===== config.mk =====
export PLATFORM = sky130hd
export DESIGN_NAME = tx_deadlock_guard
export DESIGN_NICKNAME = d
export VERILOG_FILES = /design/src/rtl/tdw_pkg.sv /design/src/rtl/tdw_phase_timer.sv /design/src/rtl/tdw_retry_ctr.sv /design/src/rtl/tx_deadlock_guard.sv
export SDC_FILE = /design/constraint.sdc
export NUM_CORES = 1
export LEC_CHECK = 0
export ABC_AREA = 1
export BUFFER_PORTS_ARGS = -buffer_cell sky130_fd_sc_hd__buf_2
export CORE_MARGIN = 2
export CORE_UTILIZATION = 55
export DETAILED_ROUTE_END_ITERATION = 10
export PLACE_DENSITY = 0.74
export SLEW_MARGIN = 20
export SYNTH_ARGS = -nofsm -noshare
export SYNTH_HDL_FRONTEND = slang
export SYNTH_SLANG_ARGS = --single-unit

===== constraint.sdc =====
create_clock -name clk -period 1.8 [get_ports clk]
set_input_delay 0 -clock clk [delete_from_list [all_inputs] [get_ports clk]]
set_output_delay 0 -clock clk [all_outputs]
set_load 0.01 [all_outputs]

===== src/rtl/tdw_pkg.sv =====
package tdw_pkg;

    typedef enum logic [1:0] {
        ST_IDLE   = 2'd0,
        ST_RST    = 2'd1,
        ST_SETTLE = 2'd2,
        ST_REQ    = 2'd3
    } tdw_state_e;

    typedef struct packed {
        logic done;
        logic giveup;
        logic err;
    } tdw_pulse_s;

    // Round a time in ns up to whole clock cycles, never below one.
    function automatic int unsigned ns_to_cyc(input longint unsigned ns,
                                              input longint unsigned hz);
        longint unsigned c;
        c = (ns * hz + 64'd999_999_999) / 64'd1_000_000_000;
        if (c == 0) c = 1;
        return c[31:0];
    endfunction

    function automatic int unsigned max3(input int unsigned a,
                                         input int unsigned b,
                                         input int unsigned c);
        int unsigned m;
        m = (a > b) ? a : b;
        return (m > c) ? m : c;
    endfunction

endpackage


===== src/rtl/tdw_phase_timer.sv =====
module tdw_phase_timer #(
    parameter int unsigned W = 8
) (
    input  logic         clk,
    input  logic         rst,
    input  logic         restart,
    output logic [W-1:0] cnt_o
);
    always_ff @(posedge clk) begin
        if (rst || restart)
            cnt_o <= '0;
        else if (cnt_o != '1)
            cnt_o <= cnt_o + 1'b1;
    end
endmodule


===== src/rtl/tdw_retry_ctr.sv =====
module tdw_retry_ctr #(
    parameter int unsigned MAX_RETRY = 3,
    parameter int unsigned CNT_W     = 4
) (
    input  logic             clk,
    input  logic             rst,
    input  logic             clear,
    input  logic             bump,
    output logic             exhausted_o,
    output logic [CNT_W-1:0] cnt_o
);
    localparam int unsigned IW = (MAX_RETRY < 1) ? 1 : $clog2(MAX_RETRY + 1);

    logic [IW-1:0] tries_q;

    always_ff @(posedge clk) begin
        if (rst || clear) begin
            tries_q <= '0;
            cnt_o   <= '0;
        end else if (bump) begin
            tries_q <= tries_q + 1'b1;
            if (cnt_o != '1)
                cnt_o <= cnt_o + 1'b1;
        end
    end

    assign exhausted_o = (tries_q == IW'(MAX_RETRY));
endmodule


===== src/rtl/tx_deadlock_guard.sv =====
module tx_deadlock_guard
    import tdw_pkg::*;
#(
    parameter longint unsigned CLK_HZ     = 50_000_000,
    parameter longint unsigned SETTLE_NS  = 1_600,
    parameter longint unsigned TIMEOUT_NS = 3_000_000,
    parameter int unsigned     RST_CYC    = 2,
    parameter int unsigned     MAX_RETRY  = 3,
    parameter int unsigned     CNT_W      = 4
) (
    input  logic             clk,
    input  logic             rst,
    input  logic             send_i,
    input  logic             mac_done_i,
    input  logic             req_clr_i,
    input  logic             mac_err_i,
    output logic             txrst_o,
    output logic             req_o,
    output logic             done_o,
    output logic             giveup_o,
    output logic             tx_err_o,
    output logic [CNT_W-1:0] retry_cnt_o
);
    localparam int unsigned SETTLE_CYC = ns_to_cyc(SETTLE_NS, CLK_HZ);
    localparam int unsigned TO_CYC     = ns_to_cyc(TIMEOUT_NS, CLK_HZ);
    localparam int unsigned RST_LEN    = (RST_CYC < 1) ? 1 : RST_CYC;
    localparam int unsigned LONGEST    = max3(RST_LEN, SETTLE_CYC, TO_CYC);
    localparam int unsigned TW         = $clog2(LONGEST + 1);

    tdw_state_e state_q, state_d;
    tdw_pulse_s pulse_q, pulse_d;
    logic [TW-1:0] tcnt;
    logic restart, clr_retry, bump, exhausted;
    logic rst_end, settle_end, req_end, complete;

    tdw_phase_timer #(.W(TW)) u_timer (
        .clk     (clk),
        .rst     (rst),
        .restart (restart),
        .cnt_o   (tcnt)
    );

    tdw_retry_ctr #(.MAX_RETRY(MAX_RETRY), .CNT_W(CNT_W)) u_retry (
        .clk         (clk),
        .rst         (rst),
        .clear       (clr_retry),
        .bump        (bump),
        .exhausted_o (exhausted),
        .cnt_o       (retry_cnt_o)
    );

    assign rst_end    = (tcnt == TW'(RST_LEN - 1));
    assign settle_end = (tcnt == TW'(SETTLE_CYC - 1));
    assign req_end    = (tcnt == TW'(TO_CYC - 1));
    assign complete   = req_clr_i || mac_done_i;

    always_comb begin
        state_d   = state_q;
        restart   = 1'b0;
        clr_retry = 1'b0;
        bump      = 1'b0;
        pulse_d   = '0;
        pulse_d.err = (state_q == ST_REQ) && mac_err_i;
        unique case (state_q)
            ST_IDLE: begin
                if (send_i) begin
                    state_d   = ST_RST;
                    restart   = 1'b1;
                    clr_retry = 1'b1;
                end
            end
            ST_RST: begin
                if (rst_end) begin
                    state_d = ST_SETTLE;
                    restart = 1'b1;
                end
            end
            ST_SETTLE: begin
                if (settle_end) begin
                    state_d = ST_REQ;
                    restart = 1'b1;
                end
            end
            ST_REQ: begin
                if (complete) begin
                    state_d      = ST_IDLE;
                    pulse_d.done = 1'b1;
                end else if (req_end) begin
                    if (exhausted) begin
                        state_d        = ST_IDLE;
                        pulse_d.giveup = 1'b1;
                    end else begin
                        state_d = ST_RST;
                        restart = 1'b1;
                        bump    = 1'b1;
                    end
                end
            end
            default: state_d = ST_IDLE;
        endcase
    end

    always_ff @(posedge clk) begin
        if (rst) begin
            state_q <= ST_IDLE;
            pulse_q <= '0;
        end else begin
            state_q <= state_d;
            pulse_q <= pulse_d;
        end
    end

    assign txrst_o  = (state_q == ST_RST);
    assign req_o    = (state_q == ST_REQ);
    assign done_o   = pulse_q.done;
    assign giveup_o = pulse_q.giveup;
    assign tx_err_o = pulse_q.err;

endmodule


[Word-level counts from Yosys, hierarchy flattened]
Cells that the tools add are included.
Cells by class
  add/subtract/negate cells: 3
  multipliers: 0
  divide/modulo/power cells: 0
  magnitude comparators: 0
  equal/unequal tests: 13
  shift-type cells: 0
  mux-type cells: 18
  bitwise gates (word level): 2
  reduce and logical (&&, ||, !) cells: 9
Operators by type and width (count)
  adder 18 x 1 -> 18 bit, second input constant: 1
  == test 18 x 1 -> 1 bit, second input constant: 1
  == test 18 bit, second input constant: 1
  == test 18 x 7 -> 1 bit, second input constant: 1
  inequality test 18 bit, second input constant: 1
  two-way mux 1 bit: 11
  two-way mux 2 bit: 5
  one-hot mux 2 bit (4 select lines): 1
  == test 2 bit, second input constant: 3
  adder 4 x 1 -> 4 bit, second input constant: 1
  inequality test 2 bit, second input constant: 2
  inequality test 4 bit, second input constant: 1
  one-hot mux 1 bit (4 select lines): 1
  AND reduction 4 bit: 1
  OR reduction 4 bit: 1
  logical OR 1 bit: 3
  inequality test 3 x 1 -> 1 bit, second input constant: 1
  adder 2 x 1 -> 2 bit, second input constant: 1
  == test 2 x 1 -> 1 bit, second input constant: 1
  logical NOT 2 bit: 1
  inequality test 2 x 1 -> 1 bit, second input constant: 1
  NOT 1 bit: 2
  AND reduction 2 bit: 1
  OR reduction 2 bit: 1
  logical AND 1 bit: 1
Storage, ports and cells
  register bits: 29
  bits in latches: 0
  memory bits (writable): 0
  ROM bits: 0
  bits of input ports: 6
  output and inout port bits: 9
  logic and storage cells: 52
  memories kept: 0

[Longest topological paths before layout]
Gate-level depths: netlist of the first run.
  depth in word-level cells: 6
  mapped depth: 12

[Modules after synthesis]
From an unflattened synthesis of the first run, not the netlist that was laid out.
Second synthesis, totals
  cells, all modules: 276
  area, all modules: 1809.2 um2
By module, submodules not included
  tdw_phase_timer: instances 1, cells an instance 148, area each 1023.5 um2, seq. area each 360.3 um2
  tx_deadlock_guard: instances 1, cells an instance 91, area each 499.2 um2, seq. area each 100.1 um2
  tdw_retry_ctr: instances 1, cells an instance 37, area each 286.5 um2, seq. area each 120.1 um2

[Worst setup path after synthesis of the first run]
Ideal clock, no wire load.
  path kind: register -> register
  start: register u_timer.cnt_o[0]
  end: register u_timer.cnt_o[10]
  library setup time: 113 ps
  arrival time: 1537 ps
  data required time: 1687 ps
  path slack: 150 ps
  stages on the path, launching flop included: 12
  path buffers: 1
  cells stage by stage: dfxtp_1 -> ha_1 -> nand2_2 -> nor2_2 -> nand2_1 -> nor2_1 -> nand3_1 -> nand3_1 -> nand2_1 -> nand2_4 -> buf_6 -> nor2_1
On the way
  cells in the longest elaborated chain, start to end: 5
Ends and longest elaborated chain
  start, declared: line tdw_phase_timer.sv:7  | output logic [W-1:0] cnt_o
  start signal, assigned: line tdw_phase_timer.sv:13  | cnt_o <= cnt_o + 1'b1;
  == test 18 bit: line tx_deadlock_guard.sv:54  | assign req_end = (tcnt == TW'(TO_CYC - 1));
  two-way mux 1 bit: line tx_deadlock_guard.sv:88  | end else if (req_end) begin
  two-way mux 1 bit: line tx_deadlock_guard.sv:85  | if (complete) begin
  one-hot mux 1 bit (4 select lines): line tx_deadlock_guard.sv:64  | unique case (state_q)
  logical OR 1 bit: line tdw_phase_timer.sv:10  | if (rst || restart)
Parallel ways exist; a longest one is shown, timed or not.
A chain may end at the register's enable or synchronous reset.

[Worst setup path after layout of the first run]
  start: register u_timer.cnt_o[1]
  end: register u_retry.cnt_o[0]
On the way
  cells in the longest elaborated chain, start to end: 5
Ends and longest elaborated chain
  == test 18 bit: line tx_deadlock_guard.sv:54
  two-way mux 1 bit: line tx_deadlock_guard.sv:88
  two-way mux 1 bit: line tx_deadlock_guard.sv:85
  two-way mux 1 bit: line tx_deadlock_guard.sv:64
  AND reduction 2 bit (no source line)
  end signal, assigned: line tdw_retry_ctr.sv:23  | cnt_o <= cnt_o + 1'b1;
  end, declared: line tdw_retry_ctr.sv:10  | output logic [CNT_W-1:0] cnt_o
Every way passes these cells.

==> results_dict.tcl, run 1 <==
set metrics [dict create \
    power.leakage_nw 0.924 \
    clock_latency_ns 0.33 \
    gp_congestion 0.837 \
    ioPinCount 15 \
    postRouteWirelength_mm 3.85 \
    grt_pass1_wl_mm 5.90 \
    post-route-period-util 0.923 \
    sequentialPowerShare 0.466 \
    cp-startpoint "u_timer.cnt_o[1]" \
    path_clk_slew_ns 0.09 \
    synth_cell_type_count 23 \
    hold_path.class "input pin to register" \
    clk_path_buf_depth 2 \
    die_w_um 60.7 \
    start_kind "register" \
    dr.pass1.iters 4 \
    synth-main-ff-cell "dfxtp_1" \
    p_sw_frac 0.352 \
    yosys_warnings 0 \
    ys_ff_latch 29 \
    cts_max_level 2 \
    synthTopCellsByCount "nor2_1 (62), nand2_1 (50), inv_1 (30)" \
    crit_required_ns 2.08 \
    final-max-slew-violation-count 0 \
    layout.nets 304 \
    cts_sinks 29 \
    cts_tree "built" \
    antenna_found_initial 0 \
    overflow 0 \
    synth_area_leaders "dfxtp_1 (33%), nor2_1 (13%), nand2_1 (11%), ha_1 (6.4%), inv_1 (6.4%)" \
    worst-path-max-fanout 6 \
    syn_inst 260 \
    numPortBuffers 14 \
    p_switching_uw 537 \
    netlist.area_leader.share 0.328 \
    max_slew_margin 0.668 \
    dp_hpwl_mm 2.60 \
    initial_core_util 0.580 \
    hold_viol 0 \
    avgSynthCellArea_sq_um 6.81 \
    synth_edf_count 0 \
    die_y_um 60.7 \
    fill_cells 283 \
    ant_nets 0 \
    maxCapViolations 0 \
    dieArea_sq_um 3690 \
    worstSetupEndpointType "register" \
    hold_depth 4 \
    ys_async_sr_fraction 0 \
    area_growth_pct 15.9 \
    syn-num-nets 275 \
    fmax_mhz 602 \
    whs_ns 0.0481 \
    tightest_slew_ns 0.498 \
    comb_power_share 0.289 \
    crit_type "register to register" \
    hp-start "send_i" \
    syn-cell-area_sq_um 1770 \
    final-setup-viol-count 0 \
    grtUsageTotal 0.217 \
    dr.first_iter.drc_count 146 \
    synth_most_common_cell "nor2_1" \
    r2r-start "u_timer.cnt_o[1]" \
    viasPerCell 4.93 \
    antenna_cells 0 \
    grt_max_degree 19 \
    synth_largest_area_cell "dfxtp_1" \
    arrival_ns 1.94 \
    drive_gt1_frac 0.179 \
    core_sq_um 3050 \
    p_clk_frac 0.245 \
    num_vias 1648 \
    p_total_mw 1.53 \
    p_per_area_nw_per_um2 744 \
    period_minus_slack_ns 1.66 \
    num_rows 20 \
    multi_input_area_sq_um 1100 \
    outcome "finished, final reports clean" \
    cts-root-buf "clkbuf_4" \
    vdd_drop_max_mv 0.600 \
    grt_pass1_vias 1385 \
    synth_seq_area_share 0.328 \
    cts_inserted_buffers 5 \
    drcViolationCount 0 \
    regArea_sq_um 582 \
    fin_skew_ns 0.00981 \
    r2r_cells 9 \
    internal-power_uw 990 \
    post_drt_wl_per_cell_um 11.5 \
]
==> layout by cell type (no fill, tap or decap), drive strengths merged <==
master and n:
nor2 75, nand2 56, inv 31, dfxtp 29
buf 18, nand3 17, nor3 12, xor2 9
ha 9, xnor2 6, clkbuf 6, nand4 4
dlygate4sd3 4, a21oi 4, o21ai 4, nor3b 2
nand3b 2, clkinv 2
==> critical path, cell delays in order, from the launching register on <==
cell	delay (ns)
dfxtp_2	0.36
ha_2	0.21
nand3_1	0.13
nor2_1	0.15
nand3_1	0.17
nor2_4	0.20
nand2_1	0.14
nand2_1	0.09
nand2_1	0.06
nor2_1	0.08
==> through the flow <==
step	util	cells	area (sq um)	setup TNS [ns]	setup WS, ns
2_1_floorplan	-	260	1770	0	0.150
3_3_place_gp	0.620	319	1890	0	0.126
3_5_place_dp	0.620	319	1890	0	0.0413
4_1_cts	0.650	331	1980	0	0.0220
5_1_grt	0.672	334	2050	-0.0156	-0.0156
6_report	0.672	334	2050	0	0.138
==> power groups by stage <==
stage / registers [mW] / clock network [mW] / logic (mW)
2_1_floorplan: 0.724 / 0 / 0.289
3_3_place_gp: 0.722 / 0 / 0.370
3_5_place_dp: 0.725 / 0 / 0.370
4_1_cts: 0.710 / 0.392 / 0.379
5_1_grt: 0.717 / 0.421 / 0.493
6_report: 0.711 / 0.375 / 0.441
==> timing repair <==
action | in CTS | in global routing
hold endpoints to repair | 6 | 0
buffers inserted | 0 | 1
gates resized for setup | 0 | 11
hold buffers | 4 | 0
setup endpoints to repair | 0 | 23
==> cell type report <==
| cell class | count | area share |
|---|---|---|
| repair buffers | 22 | 0.0683 |
| flip-flops and latches | 29 | 0.284 |
| inverters | 31 | 0.0591 |
| well taps | 44 | 0.0268 |
| multi-input cells | 200 | 0.537 |
| clock inverters | 2 | 0.00488 |
| clock buffers | 6 | 0.0201 |
==> layer usage <==
metal,GRT usage,vias to the layer above,part of all wire
met1,0.300,734,0.49
met2,0.323,34,0.45
met3,0.0576,10,0.044
met5,0,-,0
li1,-,870,-
met4,0.0839,0,0.017
==> worst paths after layout <==
kind / slack [ns] / endpoint
max reg2reg: 0.14 / u_retry.cnt_o[0]
min: 0.05 / u_retry.cnt_o[1]
max: 0.14 / u_retry.cnt_o[0]
min reg2reg: 0.48 / u_retry.cnt_o[3]
==> state kept, by name, indices dropped and copies added, names as in the netlist <==
name             cells
giveup_o             1
u_timer.cnt_o       18
u_retry.cnt_o        4
u_retry.tries_q      2
state_q              2
tx_err_o             1
done_o               1
==> kinds of logic after synthesis <==
| logic type | count (synthesis) | share of synthesized area |
|---|---|---|
| adder cells (fa/ha/maj) | 9 | 0.0636 |
| AO/OA/AOI/OAI | 8 | 0.0226 |
| flip-flops | 29 | 0.328 |
| XOR/XNOR | 15 | 0.0742 |
| buffers and inverters | 33 | 0.0834 |
| AND/OR/NAND/NOR | 166 | 0.428 |
No activity file was read; power rests on OpenSTA's default activity.
==> inputs of run 2 (changes only) <==
--- a/config.mk
+++ b/config.mk
@@ -5,12 +5,11 @@
 export SDC_FILE = /design/constraint.sdc
 export NUM_CORES = 1
 export LEC_CHECK = 0
-export ABC_AREA = 1
 export BUFFER_PORTS_ARGS = -buffer_cell sky130_fd_sc_hd__buf_2
 export CORE_MARGIN = 2
 export CORE_UTILIZATION = 55
 export DETAILED_ROUTE_END_ITERATION = 10
-export PLACE_DENSITY = 0.74
+export PLACE_DENSITY = 0.75
 export SLEW_MARGIN = 20
 export SYNTH_ARGS = -nofsm -noshare
 export SYNTH_HDL_FRONTEND = slang
==> results_dict.tcl, run 2 <==
set metrics [dict create \
    outcome "finished, violations left" \
    violations "DRC, setup timing" \
    power.leakage_nw 0.951 \
    crit_top_cell "buf_4" \
    drive_gt1_frac 0.411 \
    max_slew_margin 0.701 \
    post-route-period-util 1.00 \
    antenna_cells 0 \
    dp_hpwl_mm 2.74 \
    yosys_warnings 0 \
    synth_area_leaders "dfxtp_1 (35%), ha_1 (6.8%), nor2_1 (5.6%), xnor2_1 (5.3%), a211oi_1 (3.2%)" \
    die_w_um 59.0 \
    synth_most_common_cell "dfxtp_1" \
    vdd_drop_max_mv 0.642 \
    mostFrequentLayoutCells "buf_4 (36), nor2_1 (24), dfxtp_1 (20)" \
    path_depth 7 \
    ys_ff_latch 29 \
    fin_skew_ns 0.0160 \
    layout_commonest_cell "buf_4" \
    worst-path-max-fanout 5 \
    dr.pass1.iters 7 \
    cts_sinks 29 \
    viasPerCell 6.12 \
    dieArea_sq_um 3480 \
    stdcell_count 277 \
    num_rows 19 \
    syn_inst 187 \
    syn-cell-area_sq_um 1660 \
    cp_slowest_cell "or3_4" \
    cts_max_level 2 \
    crit_type "register to register" \
    placed_cells 252 \
    synth_cell_type_count 47 \
    avgSynthCellArea_sq_um 8.89 \
    num_vias 1694 \
    drcViolationCount 3 \
    largest_reg_flops 18 \
    period_minus_slack_ns 1.80 \
    dr.first_iter.drc_count 95 \
    ys_async_sr_fraction 0 \
    regMostFlops "u_timer.cnt_o" \
    arrival_ns 2.04 \
    cpPeakStageDelay_ns 0.40 \
    die_y_um 59.0 \
    layout.nets 260 \
    hold_viol 0 \
    clk_path_buf_depth 2 \
    core_sq_um 2810 \
    area_growth_pct 38.2 \
    synth-main-ff-cell "dfxtp_1" \
    synthTopCellsByCount "dfxtp_1 (29), nor2_1 (25), nand2_1 (10), xnor2_1 (10)" \
    rsz0062_at_grt "true" \
    cts_tree "built" \
    synth_edf_count 0 \
    maxCapViolations 0 \
    ant_nets 0 \
    grt_pass1_wl_mm 6.78 \
    setup_ws_ns -0.00450 \
    use_met1 0.280 \
    antenna_found_initial 0 \
    worstSetupEndpointType "register" \
    tightest_slew_ns 0.446 \
    syn-num-nets 202 \
    grtUsageTotal 0.255 \
    cts-root-buf "clkbuf_4" \
    crit_family "simple AND/OR/NAND/NOR gates" \
    crit_required_ns 2.03 \
    grt_use_met3 0.0633 \
    grt_max_degree 19 \
    final-max-slew-violation-count 0 \
    cts_inserted_buffers 5 \
    fmax_mhz 554 \
    netlist.area_leader.share 0.349 \
    path_clk_slew_ns 0.11 \
    numPortBuffers 14 \
    final-setup-viol-count 2 \
    start_kind "register" \
    reg_top3 "u_timer.cnt_o x18, u_retry.cnt_o x4" \
    synth_largest_area_cell "dfxtp_1" \
    crit_chain "buf_4, nand4_1, buf_4, or3_4, nor3_1, xnor2_1, nor2_1" \
    gp_congestion 0.824 \
    initial_core_util 0.593 \
    synth_seq_area_share 0.349 \
    clock_latency_ns 0.35 \
    r2r_cells 7 \
    ioPinCount 15 \
    overflow 0 \
    postLayoutCoreUtil 0.819 \
    crit_buf_inv 2 \
    post_drt_wl_per_cell_um 16.1 \
    postRouteWirelength_mm 4.45 \
    grt_pass1_vias 1600 \
    p_per_area_nw_per_um2 806 \
    top_usage_layer "met2" \
    hold_path.class "input pin to register" \
    hold_depth 3 \
    use_met2 0.465 \
]
run 2: cell count changes in the layout (fill, tap and decap cells not counted), moves of 5 or more:
cell,change
dfxtp_2,+7
nand3_1,-8
a211oi_1,+5
nand2_4,-5
a21oi_1,+5
xor2_1,-6
inv_1,-22
dfxtp_1,-8
nor2_1,-36
nor3_1,-6
nor2_2,-12
nand2_1,-40
buf_4,+32
run 2: final timing paths:
| kind | slack [ns] | to | start |
|---|---|---|---|
| worst max-delay path | -0.004 | u_timer.cnt_o[13] | u_timer.cnt_o[5] |
| worst min-delay path | 0.07 | u_retry.cnt_o[3] | send_i |
| worst max register to register | -0.004 | u_timer.cnt_o[13] | u_timer.cnt_o[5] |
| worst min register to register | 0.47 | u_retry.tries_q[1] | u_retry.tries_q[1] |
run 2: final cells by class:
cell class / instances / area (sq um)
multi-input cells: 144 / 1160
flip-flops and latches: 29 / 594
fillers: 157 / 507
repair buffers: 57 / 424
well taps: 31 / 38.8
clock buffers: 5 / 37.5
inverters: 8 / 30.0
clock inverters: 3 / 17.5
run 2: logic make-up after synthesis:
logic type	share of synthesized area
AOI/OAI and AO/OA	0.137
xor gates and xnor gates	0.0685
adders and majority gates	0.0677
buffers and inverters	0.0399
DFF	0.349
muxes	0.00602
and+or+nand+nor	0.332
run 2: what timing repair did:
item / CTS / global route
resized for setup: 7 / 31
pin swaps: 5 / 9
gates cloned: 0 / 0
hold endpoints to repair: 4 / 0
hold buffers: 3 / 0
buffers inserted: 4 / 10
setup endpoints to repair: 9 / 25
run 2: through the flow:
step	hold slack (ns)	area, sq um	TNS, ns	power, mW	setup WS (ns)
after floorplan	0.156	1690	0	1.13	0.00322
after global placement	0.237	1960	0	1.33	0.00543
after detailed placement	0.242	1960	-0.141	1.36	-0.0514
after CTS	0.0767	2100	0	1.77	0.000487
after global routing	0.117	2300	-0.637	1.95	-0.123
final	0.0721	2300	-0.00480	1.85	-0.00450
run 2: worst reg2reg max path, cell delays in order, from the launching register on:
cell	delay, ns
dfxtp_2	0.34
buf_4	0.13
nand4_1	0.18
buf_4	0.20
or3_4	0.40
nor3_1	0.23
xnor2_1	0.17
nor2_1	0.05
run 2: metal layers:
layer | wire [um] | share of wire
met1 | 1690 | 0.38
met2 | 2320 | 0.52
met3 | 268 | 0.060
met4 | 165 | 0.037
met5 | 0 | 0
run 2: report_power, final:
group | switching (mW) | total, mW | leakage [nW] | internal, mW
logic | 0.368 | 0.710 | 0.681 | 0.342
clock network | 0.245 | 0.392 | 0.0310 | 0.147
registers | 0.0504 | 0.751 | 0.239 | 0.701
==> inputs of run 3 (changes only) <==
--- a/config.mk
+++ b/config.mk
@@ -7,9 +7,9 @@
 export LEC_CHECK = 0
 export BUFFER_PORTS_ARGS = -buffer_cell sky130_fd_sc_hd__buf_2
 export CORE_MARGIN = 2
-export CORE_UTILIZATION = 55
+export CORE_UTILIZATION = 53
 export DETAILED_ROUTE_END_ITERATION = 10
-export PLACE_DENSITY = 0.75
+export PLACE_DENSITY_LB_ADDON = 0.1
 export SLEW_MARGIN = 20
 export SYNTH_ARGS = -nofsm -noshare
 export SYNTH_HDL_FRONTEND = slang
==> constraint.sdc (replaced) <==
create_clock -name clk -period 1.55 [get_ports clk]
set_input_delay 0 -clock clk [delete_from_list [all_inputs] [get_ports clk]]
set_output_delay 0 -clock clk [all_outputs]
set_load 0.01 [all_outputs]
==> results_dict.tcl, run 3 (synthesized netlist as in run 2, its figures left out) <==
set metrics [dict create \
    crit_type "register to register" \
    p_sw_frac 0.356 \
    cpPeakStageDelay_ns 0.40 \
    cts_sinks 29 \
    die_w_um 60.0 \
    antenna_cells 0 \
    num_rows 20 \
    ioPinCount 15 \
    maxCapViolations 0 \
    viasPerCell 5.51 \
    comb_power_share 0.403 \
    ant_nets 0 \
    grt_pass1_vias 1722 \
    cp_slowest_cell "or3b_4" \
    r2r-end "u_retry.cnt_o[0]" \
    fin_skew_ns 0.0134 \
    cts_inserted_buffers 5 \
    final-setup-viol-count 26 \
    p_total_mw 2.26 \
    hold_path.class "input pin to register" \
    start_kind "register" \
    drcViolationCount 0 \
    grt_max_degree 19 \
    numPortBuffers 14 \
    post-route-period-util 1.10 \
    outcome "finished, violations left" \
    power.leakage_nw 1.02 \
    crit_chain "ha_4, or3b_4, or2_4, nor4_4, xor2_1, and2b_1" \
    gp_congestion 0.840 \
    violations "setup timing" \
    clock_latency_ns 0.35 \
    fill_cells 196 \
    internal-power_mw 1.46 \
    core_sq_um 3030 \
    vdd_drop_max_mv 0.790 \
    cts_max_level 2 \
    grt_pass1_wl_mm 7.17 \
    reg_top3 "u_timer.cnt_o x18, u_retry.cnt_o x4" \
    mostFrequentLayoutCells "buf_4 (47), nor2_1 (23), dfxtp_1 (21)" \
    p_clk_frac 0.210 \
    drive_gt1_frac 0.469 \
    worstSetupEndpointType "register" \
    die_y_um 60.0 \
    layout.nets 272 \
    p_per_area_nw_per_um2 922 \
    r2r-start "state_q[0]" \
    final-max-slew-violation-count 0 \
    ff2ff_setup_slack_ns -0.16 \
    hold_viol 0 \
    cts_tree "built" \
    cp-startpoint "state_q[0]" \
    multi_input_area_sq_um 1190 \
    rsz0062_at_grt "true" \
    p_switching_uw 804 \
    antenna_found_initial 0 \
    cts-root-buf "clkbuf_4" \
    dr.pass1.iters 4 \
    cp-endpoint "u_retry.cnt_o[0]" \
    tightest_slew_ns 0.335 \
    setup_ws_ns -0.160 \
    fmax_mhz 585 \
    dieArea_sq_um 3600 \
    postRouteWirelength_mm 4.35 \
    path_clk_slew_ns 0.10 \
    sequentialPowerShare 0.387 \
    crit_required_ns 1.85 \
    whs_ns 0.0978 \
    regArea_sq_um 596 \
    num_vias 1665 \
    overflow 0 \
    initial_core_util 0.549 \
    worst-path-max-fanout 3 \
    post_drt_wl_per_cell_um 14.4 \
    grtUsageTotal 0.265 \
    regMostFlops "u_timer.cnt_o" \
    largest_reg_flops 18 \
    area_growth_pct 47.4 \
    layout_commonest_cell "buf_4" \
    clk_path_buf_depth 2 \
    period_minus_slack_ns 1.71 \
    max_slew_margin 0.775 \
    r2r_cells 6 \
    dr.first_iter.drc_count 64 \
    dp_hpwl_mm 3.18 \
    arrival_ns 2.01 \
]
-- run 3: changes by cell type in the layout (fill, tap and decap cells not counted), sizes merged --
cell         before  now
buf              54   65
dlygate4sd3       3    4
-- run 3: layout make-up --
type	instances	share of cell area
inverter	8	0.0123
tap	44	0.0225
timing repair buffer	69	0.214
sequential	29	0.243
multi-input combinational	144	0.485
clock buffer	5	0.0153
clock inverter	3	0.00715
-- run 3: metal layers --
| metal | GRT usage | share of wire |
|---|---|---|
| met1 | 0.265 | 0.40 |
| met2 | 0.489 | 0.53 |
| met3 | 0.0693 | 0.030 |
| met4 | 0.146 | 0.032 |
| met5 | 0 | 0 |
-- run 3: critical path: cells and delay by family, from the launching register on --
kind                       cells  cell delay [ns]
and+or+nand+nor                4             0.98
xor gates and xnor gates       1             0.18
adders and majority gates      1             0.13
DFF                            1             0.37
-- run 3: how the worst min path moves through the flow --
stage / from / to / slack [ns] / depth (start not counted)
floorplan: mac_err_i / tx_err_o / 0.16 / 1
global placement: mac_err_i / tx_err_o / 0.24 / 2
detailed placement: mac_err_i / tx_err_o / 0.24 / 2
CTS: send_i / u_retry.cnt_o[1] / 0.07 / 3
global route: send_i / u_retry.tries_q[1] / 0.12 / 3
finish: send_i / u_retry.cnt_o[3] / 0.1 / 3
-- run 3: per-stage QoR --
step / setup TNS, ns / setup slack [ns] / std cells / instance area, sq um / utilization
3_3_place_gp: -2.69 / -0.157 / 288 / 2210 / 0.731
6_report: -3.17 / -0.160 / 302 / 2450 / 0.810
4_1_cts: -3.37 / -0.160 / 302 / 2400 / 0.793
5_1_grt: -4.59 / -0.233 / 302 / 2450 / 0.810
3_5_place_dp: -3.79 / -0.197 / 288 / 2210 / 0.731
2_1_floorplan: -2.27 / -0.159 / 187 / 1730 / -
-- run 3: power by group through the flow --
stage | Combinational [mW] | Clock [mW] | Sequential (mW)
final | 0.911 | 0.474 | 0.876
after global routing | 0.984 | 0.521 | 0.886
after CTS | 0.873 | 0.480 | 0.874
after detailed placement | 0.773 | 0 | 0.891
after global placement | 0.733 | 0 | 0.885
after floorplan | 0.450 | 0 | 0.896
-- run 3: repair_timing --
| action | 4_1_cts | 5_1_grt |
|---|---|---|
| endpoints found under the setup margin | 26 | 26 |
| hold endpoints to repair | 4 | 0 |
| pin swaps | 9 | 8 |
| gates resized for setup | 19 | 15 |
| buffers inserted | 2 | 0 |
| hold buffers | 4 | 0 |
